File: config.mk
export PLATFORM = sky130hd
export DESIGN_NAME = pscl_timer
export DESIGN_NICKNAME = d
export VERILOG_FILES = /design/src/rtl/pst_pkg.sv /design/src/rtl/pst_shadow_bank.sv /design/src/rtl/pst_core.sv /design/src/rtl/pscl_timer.sv
export SDC_FILE = /design/constraint.sdc
export NUM_CORES = 1
export LEC_CHECK = 0
export BUFFER_PORTS_ARGS = -buffer_cell sky130_fd_sc_hd__buf_2
export CORE_MARGIN = 10
export CORE_UTILIZATION = 38
export CTS_CLUSTER_SIZE = 20
export DETAILED_ROUTE_END_ITERATION = 8
export SYNTH_ARGS = -nofsm -noshare
export SYNTH_HDL_FRONTEND = slang
export SYNTH_SLANG_ARGS = --single-unit
File: constraint.sdc
create_clock -name clk -period 3 [get_ports clk]
set_input_delay 0.3 -clock clk [delete_from_list [all_inputs] [get_ports clk]]
set_output_delay 0.3 -clock clk [all_outputs]
set_load 0.005 [all_outputs]
File: src/rtl/pst_pkg.sv
package pst_pkg;

    // When a shadowed value is handed to the active copy
    typedef enum logic {
        UPD_NEXT_CLK   = 1'b0,
        UPD_AT_TIMEOUT = 1'b1
    } upd_sel_e;

    // Static configuration levels seen by the counting core
    typedef struct packed {
        logic count_up;
        logic periodic;
        logic stall_en;
        logic wait_trig;
        logic match_en;
        logic to_int_dis;
    } pst_cfg_t;

endpackage

File: src/rtl/pst_shadow_bank.sv
module pst_shadow_bank
    import pst_pkg::*;
#(
    parameter int CNT_W = 16,
    parameter int PRE_W = 8
) (
    input  logic             clk,
    input  logic             rst,
    input  upd_sel_e         load_sel,
    input  upd_sel_e         match_sel,
    input  logic             run,
    input  logic             en_start,
    input  logic             to_evt,
    input  logic             ld_wr,
    input  logic [CNT_W-1:0] ld_data,
    input  logic             pr_wr,
    input  logic [PRE_W-1:0] pr_data,
    input  logic             m_wr,
    input  logic [CNT_W-1:0] m_data,
    input  logic             pm_wr,
    input  logic [PRE_W-1:0] pm_data,
    output logic [CNT_W-1:0] ld_act,
    output logic [CNT_W-1:0] ld_nxt,
    output logic [PRE_W-1:0] pr_nxt,
    output logic [CNT_W-1:0] m_act,
    output logic [PRE_W-1:0] pm_act,
    output logic             ld_restart
);
    localparam logic [CNT_W-1:0] CNT_ONES = '1;

    logic [CNT_W-1:0] ld_shd, m_shd;
    logic [PRE_W-1:0] pr_shd, pr_act, pm_shd;
    logic             ld_pend, pr_pend, m_pend, pm_pend;
    logic             ld_apply, m_apply;

    assign ld_apply   = (load_sel == UPD_NEXT_CLK) || to_evt;
    assign m_apply    = en_start || (run && (match_sel == UPD_NEXT_CLK)) || to_evt;
    assign ld_nxt     = (ld_pend && ld_apply) ? ld_shd : ld_act;
    assign pr_nxt     = (pr_pend && ld_apply) ? pr_shd : pr_act;
    assign ld_restart = (load_sel == UPD_NEXT_CLK) && (ld_pend || pr_pend);

    always_ff @(posedge clk) begin
        if (rst) begin
            ld_shd <= CNT_ONES; ld_act <= CNT_ONES; ld_pend <= 1'b0;
            pr_shd <= '0;       pr_act <= '0;       pr_pend <= 1'b0;
            m_shd  <= CNT_ONES; m_act  <= CNT_ONES; m_pend  <= 1'b0;
            pm_shd <= '0;       pm_act <= '0;       pm_pend <= 1'b0;
        end else begin
            ld_act <= ld_nxt;
            pr_act <= pr_nxt;
            if (ld_pend && ld_apply) ld_pend <= 1'b0;
            if (pr_pend && ld_apply) pr_pend <= 1'b0;
            if (m_pend && m_apply) begin
                m_act  <= m_shd;
                m_pend <= 1'b0;
            end
            if (pm_pend && m_apply) begin
                pm_act  <= pm_shd;
                pm_pend <= 1'b0;
            end
            if (ld_wr) begin ld_shd <= ld_data; ld_pend <= 1'b1; end
            if (pr_wr) begin pr_shd <= pr_data; pr_pend <= 1'b1; end
            if (m_wr)  begin m_shd  <= m_data;  m_pend  <= 1'b1; end
            if (pm_wr) begin pm_shd <= pm_data; pm_pend <= 1'b1; end
        end
    end

    AST_LOAD_DEFER: assert property (@(posedge clk) disable iff (rst)
        (ld_pend && load_sel == UPD_AT_TIMEOUT && !to_evt) |=> $stable(ld_act));
    AST_MATCH_DEFER: assert property (@(posedge clk) disable iff (rst)
        (m_pend && match_sel == UPD_AT_TIMEOUT && !en_start && !to_evt) |=> $stable(m_act));

endmodule

File: src/rtl/pst_core.sv
module pst_core
    import pst_pkg::*;
#(
    parameter int CNT_W = 16,
    parameter int PRE_W = 8
) (
    input  logic             clk,
    input  logic             rst,
    input  pst_cfg_t         cfg,
    input  logic             dbg_halt,
    input  logic             trig_in,
    input  logic             en_wr,
    input  logic             en_data,
    input  logic             ld_restart,
    input  logic [CNT_W-1:0] ld_act,
    input  logic [CNT_W-1:0] ld_nxt,
    input  logic [PRE_W-1:0] pr_nxt,
    input  logic [CNT_W-1:0] m_act,
    input  logic [PRE_W-1:0] pm_act,
    output logic [CNT_W-1:0] cnt_o,
    output logic [PRE_W-1:0] pre_o,
    output logic             run_o,
    output logic             to_evt_o,
    output logic             timeout_o,
    output logic             match_o
);
    localparam logic [CNT_W-1:0] CNT_ONE  = CNT_W'(1);
    localparam logic [PRE_W-1:0] PRE_ONE  = PRE_W'(1);
    localparam logic [CNT_W-1:0] CNT_ONES = '1;

    logic             waiting, frozen, active, step, restart, en_start;
    logic [CNT_W-1:0] limit, start_val;

    assign en_start  = en_wr && en_data;
    assign restart   = en_start || ld_restart;
    assign frozen    = cfg.stall_en && dbg_halt;
    assign active    = run_o && !waiting && !frozen;
    assign step      = active && (pre_o == '0);
    assign limit     = cfg.count_up ? ld_act : '0;
    assign to_evt_o  = step && (cnt_o == limit);
    assign start_val = cfg.count_up ? '0 : ld_nxt;

    always_ff @(posedge clk) begin
        if (rst) begin
            cnt_o     <= CNT_ONES;
            pre_o     <= '0;
            run_o     <= 1'b0;
            waiting   <= 1'b0;
            timeout_o <= 1'b0;
            match_o   <= 1'b0;
        end else begin
            timeout_o <= to_evt_o && !cfg.to_int_dis;
            match_o   <= active && cfg.match_en && (cnt_o == m_act) && (pre_o == pm_act);

            if (restart) begin
                cnt_o <= start_val;
                pre_o <= pr_nxt;
            end else if (active) begin
                if (pre_o != '0) begin
                    pre_o <= pre_o - PRE_ONE;
                end else begin
                    pre_o <= pr_nxt;
                    if (to_evt_o)          cnt_o <= start_val;
                    else if (cfg.count_up) cnt_o <= cnt_o + CNT_ONE;
                    else                   cnt_o <= cnt_o - CNT_ONE;
                end
            end

            if (en_wr)                            run_o <= en_data;
            else if (to_evt_o && !cfg.periodic)   run_o <= 1'b0;

            if (en_start)     waiting <= cfg.wait_trig;
            else if (trig_in) waiting <= 1'b0;
        end
    end

    AST_FREEZE: assert property (@(posedge clk) disable iff (rst)
        (run_o && frozen && !restart) |=> ($stable(cnt_o) && $stable(pre_o)));
    AST_WAIT_HOLD: assert property (@(posedge clk) disable iff (rst)
        (run_o && waiting && !restart) |=> $stable(cnt_o));
    AST_ONESHOT_STOP: assert property (@(posedge clk) disable iff (rst)
        (to_evt_o && !cfg.periodic && !en_wr) |=> !run_o);
    AST_UP_START: assert property (@(posedge clk) disable iff (rst)
        (restart && cfg.count_up) |=> (cnt_o == '0));

endmodule

File: src/rtl/pscl_timer.sv
module pscl_timer
    import pst_pkg::*;
#(
    parameter int CNT_W = 16,
    parameter int PRE_W = 8
) (
    input  logic             clk,
    input  logic             rst,
    input  logic             count_up,
    input  logic             periodic,
    input  logic             stall_en,
    input  logic             dbg_halt,
    input  logic             wait_trig,
    input  logic             trig_in,
    input  logic             load_at_to,
    input  logic             match_at_to,
    input  logic             match_en,
    input  logic             to_int_dis,
    input  logic             en_wr,
    input  logic             en_data,
    input  logic             load_wr,
    input  logic [CNT_W-1:0] load_data,
    input  logic             pre_wr,
    input  logic [PRE_W-1:0] pre_data,
    input  logic             match_wr,
    input  logic [CNT_W-1:0] match_data,
    input  logic             pmatch_wr,
    input  logic [PRE_W-1:0] pmatch_data,
    output logic [CNT_W-1:0] count_o,
    output logic [PRE_W-1:0] pre_o,
    output logic             run_o,
    output logic             timeout_o,
    output logic             match_o
);
    pst_cfg_t         cfg;
    logic [CNT_W-1:0] ld_act, ld_nxt, m_act;
    logic [PRE_W-1:0] pr_nxt, pm_act;
    logic             ld_restart, to_evt;

    assign cfg = '{count_up: count_up, periodic: periodic, stall_en: stall_en,
                   wait_trig: wait_trig, match_en: match_en, to_int_dis: to_int_dis};

    pst_shadow_bank #(.CNT_W(CNT_W), .PRE_W(PRE_W)) u_bank (
        .clk(clk), .rst(rst),
        .load_sel(upd_sel_e'(load_at_to)), .match_sel(upd_sel_e'(match_at_to)),
        .run(run_o), .en_start(en_wr && en_data), .to_evt(to_evt),
        .ld_wr(load_wr), .ld_data(load_data), .pr_wr(pre_wr), .pr_data(pre_data),
        .m_wr(match_wr), .m_data(match_data), .pm_wr(pmatch_wr), .pm_data(pmatch_data),
        .ld_act(ld_act), .ld_nxt(ld_nxt), .pr_nxt(pr_nxt), .m_act(m_act),
        .pm_act(pm_act), .ld_restart(ld_restart)
    );

    pst_core #(.CNT_W(CNT_W), .PRE_W(PRE_W)) u_core (
        .clk(clk), .rst(rst), .cfg(cfg), .dbg_halt(dbg_halt), .trig_in(trig_in),
        .en_wr(en_wr), .en_data(en_data), .ld_restart(ld_restart),
        .ld_act(ld_act), .ld_nxt(ld_nxt), .pr_nxt(pr_nxt), .m_act(m_act), .pm_act(pm_act),
        .cnt_o(count_o), .pre_o(pre_o), .run_o(run_o), .to_evt_o(to_evt),
        .timeout_o(timeout_o), .match_o(match_o)
    );

    AST_TO_GATED: assert property (@(posedge clk) disable iff (rst)
        timeout_o |-> !$past(to_int_dis));
    AST_MATCH_GATED: assert property (@(posedge clk) disable iff (rst)
        match_o |-> $past(match_en));

endmodule

==> impl_metrics.env <==
export IMPL_dp_cells=951
export IMPL_grt_usage_pct=16.34
export IMPL_final_cell_count_no_fill=983
export IMPL_cts_buffers=17
export IMPL_worstSetupPathType="reg2reg"
export IMPL_r2r_end="u_core.pre_o[4]"
export IMPL_final_util_pct=47.34
export IMPL_ir_worst_vdd_mv=0.3848
export IMPL_cp_cell_sequence="xnor2_1, nand4_1, a32oi_1, nand4_1, o32ai_4, buf_4, mux2i_1, a21oi_1, a31o_1"
export IMPL_drt_first_iter_violations=268
export IMPL_synth_area_leaders="dfxtp_1, mux2i_1, nand2_1"
export IMPL_drive_above_1_share_pct=20.60
export IMPL_slowest_delay_ns=0.59
export IMPL_yosysTopAreaCell="dfxtp_1"
export IMPL_netlist_top_cells_count="dfxtp_1, mux2i_1, nand2_1"
export IMPL_place_congestion=0.9134
export IMPL_clock_sinks=128
export IMPL_num_rows=46
export IMPL_power_density_nw_per_um2=827.6
export IMPL_hold_violations=0
export IMPL_min_from="to_int_dis"
export IMPL_cap_violations=0
export IMPL_place_hpwl_mm=13.17
export IMPL_synth_seq_cells=128
export IMPL_initial_core_util_pct=38.46
export IMPL_async_flop_share_pct=0
export IMPL_ys_flop_type="dfxtp_1"
export IMPL_slew_violations=0
export IMPL_holdPathEnd="u_core.timeout_o"
export IMPL_ios=93
export IMPL_syn_inst=647
export IMPL_min_period_over_period_pct=91.94
export IMPL_synthToLayoutAreaGrowth_pct=23.08
export IMPL_die_width_um=146.1
export IMPL_post_drt_wl_per_cell_um=17.72
export IMPL_timing_rr_start="u_core.cnt_o[7]"
export IMPL_grt_ovfl_total=0
export IMPL_path_max_fanout=7
export IMPL_clk_latency_ns=0.42
export IMPL_cp_arrival_ns=3.07
export IMPL_grt_pass1_wl_mm=28.09
export IMPL_fmax_mhz=362.6
export IMPL_clockBufferDepth=2
export IMPL_startpoint_type="flip-flop"
export IMPL_antenna_found_initial=0
export IMPL_leakagePower_nw=3.267
export IMPL_clk_pin_slew_worst_paths_ns=0.06
export IMPL_dieArea_um2=21350
export IMPL_yosys_cell_count_top_type="dfxtp_1"
export IMPL_synth_area_um2=6043
export IMPL_slew_headroom_pct=37.45
export IMPL_post_route_min_period_ns=2.758
export IMPL_status="finished, final reports clean"
export IMPL_path_buf_inv=1
export IMPL_worst_path_max_delay_cell="dfxtp_1"
export IMPL_die_h_um=146.1
export IMPL_setup_viol_count_final=0
export IMPL_vias=5221
export IMPL_worst_pin_slew_ns=0.9284
export IMPL_ant_nets=0
export IMPL_rr_worst_depth=9
export IMPL_rrSetupSlack_ns=0.24
export IMPL_cp_required_ns=3.31
export IMPL_antenna_cells=0
export IMPL_avgSynthCellArea_um2=9.340
export IMPL_yosys_warnings=0
export IMPL_port_buffers=92
export IMPL_multi_input_area_um2=3336
export IMPL_cp_top_family="compound AO/OA/AOI/OAI gates"
export IMPL_yosys_cell_types_count=61
export IMPL_hold_ws_ns=0.04838
export IMPL_clock_root_buffer="clkbuf_16"
export IMPL_timing_setup_tns_ns=0
export IMPL_ff_latch_area_um2=2562
export IMPL_nFillCells=1492
export IMPL_cts_setup_buffers=0
export IMPL_nets=837
export IMPL_hold_buffers=0
export IMPL_synth_nets=730
export IMPL_grt_pass1_vias=5299
export IMPL_cts_max_level=4
export IMPL_via_per_inst=5.311
export IMPL_yosysTopAreaCellShare_pct=42.40
export IMPL_cts_tree="built"
export IMPL_grt_max_degree=61
export IMPL_wl_mm=17.42
export IMPL_coreArea_um2=15710
export IMPL_synth_edf_count=0
export IMPL_first_pass_iters=4
export IMPL_ys_seq_area_share_pct=42.40
export IMPL_min_path_type="in2reg"
export IMPL_crit_path_frequent_cell="nand4_1"
export IMPL_clock_skew_ns=0.01081
export IMPL_rsz0062_at_grt="no"
export IMPL_cts_resized=0
export IMPL_drc=0
export IMPL_end_kind="flip-flop"
export IMPL_hold_depth=2
[state kept, by name, summed over array words and instances, names as in the netlist, 8 cells and up]
name	count
u_core.pre_o	8
u_bank.pm_act	8
u_bank.pm_shd	8
u_core.cnt_o	16
u_bank.m_shd	16
u_bank.pr_shd	8
u_bank.ld_act	16
u_bank.pr_act	8
u_bank.ld_shd	16
u_bank.m_act	16
[placed cells by master (no fill, tap or decap), types with 17 or more instances in the layout]
cell | synthesis | final
a21oi_1 | 23 | 23
buf_2 | 2 | 92
buf_4 | 1 | 23
clkbuf_16 | 0 | 17
dfxtp_1 | 128 | 128
mux2i_1 | 95 | 95
nand2_1 | 87 | 87
nor2_1 | 66 | 66
xor2_1 | 28 | 28
[worst register-to-register path: cells and delay by family (launching register included)]
kind	cells	cell delay, ns
xor+xnor	1	0.18
simple gates	2	0.35
mux	1	0.33
flops	1	0.59
compound gates	4	0.96
buf+inv	1	0.24
[stage by stage]
| stage | area, µm² | setup WS [ns] | power (mW) |
|---|---|---|---|
| floorplan | 6043 | 0.2625 | 3.425 |
| global placement | 6855 | 0.1992 | 4.129 |
| detailed placement | 6855 | 0.1391 | 4.171 |
| CTS | 7431 | 0.1317 | 6.187 |
| global route | 7438 | 0.06781 | 6.497 |
| finish | 7438 | 0.2419 | 6.156 |
[worst max path at each step]
stage,from,endpoint,cells past startpoint
2_1_floorplan,count_up,u_core.cnt_o[13],10
3_5_place_dp,u_core.pre_o[0],u_bank.m_act[10],10
3_3_place_gp,count_up,u_core.cnt_o[15],12
4_1_cts,u_core.pre_o[0],u_bank.m_act[10],10
6_report,u_core.cnt_o[7],u_core.pre_o[4],9
5_1_grt,u_core.pre_o[0],u_bank.pm_act[1],10
[kinds of logic after synthesis]
group | synth area share [%]
simple gates | 15.59
compound gates | 13.54
buf+inv | 2.526
fa+ha+maj | 3.644
flops | 42.40
mux | 15.92
xor+xnor | 6.377
[report_power, final]
group	internal, mW	switching [mW]
clock	1.26	0.742
combinational	0.882	1.12
sequential	1.88	0.270
[metal layers]
layer | wire, µm | GRT usage, % | vias to the layer above
li1 | - | - | 2541
met5 | 0 | 0 | -
met4 | 496 | 7.207 | 0
met1 | 7893 | 20.14 | 2485
met2 | 7975 | 25.91 | 159
met3 | 1057 | 4.852 | 36
[area by class of cell]
cell class | instances | area share, %
clock inverters | 10 | 1.497
flip-flops and latches | 128 | 34.45
inverters | 11 | 0.5551
clock buffers | 22 | 6.241
well taps | 216 | 3.633
repair buffers | 116 | 8.780
multi-input cells | 480 | 44.84
No activity file was read; power rests on OpenSTA's default activity.
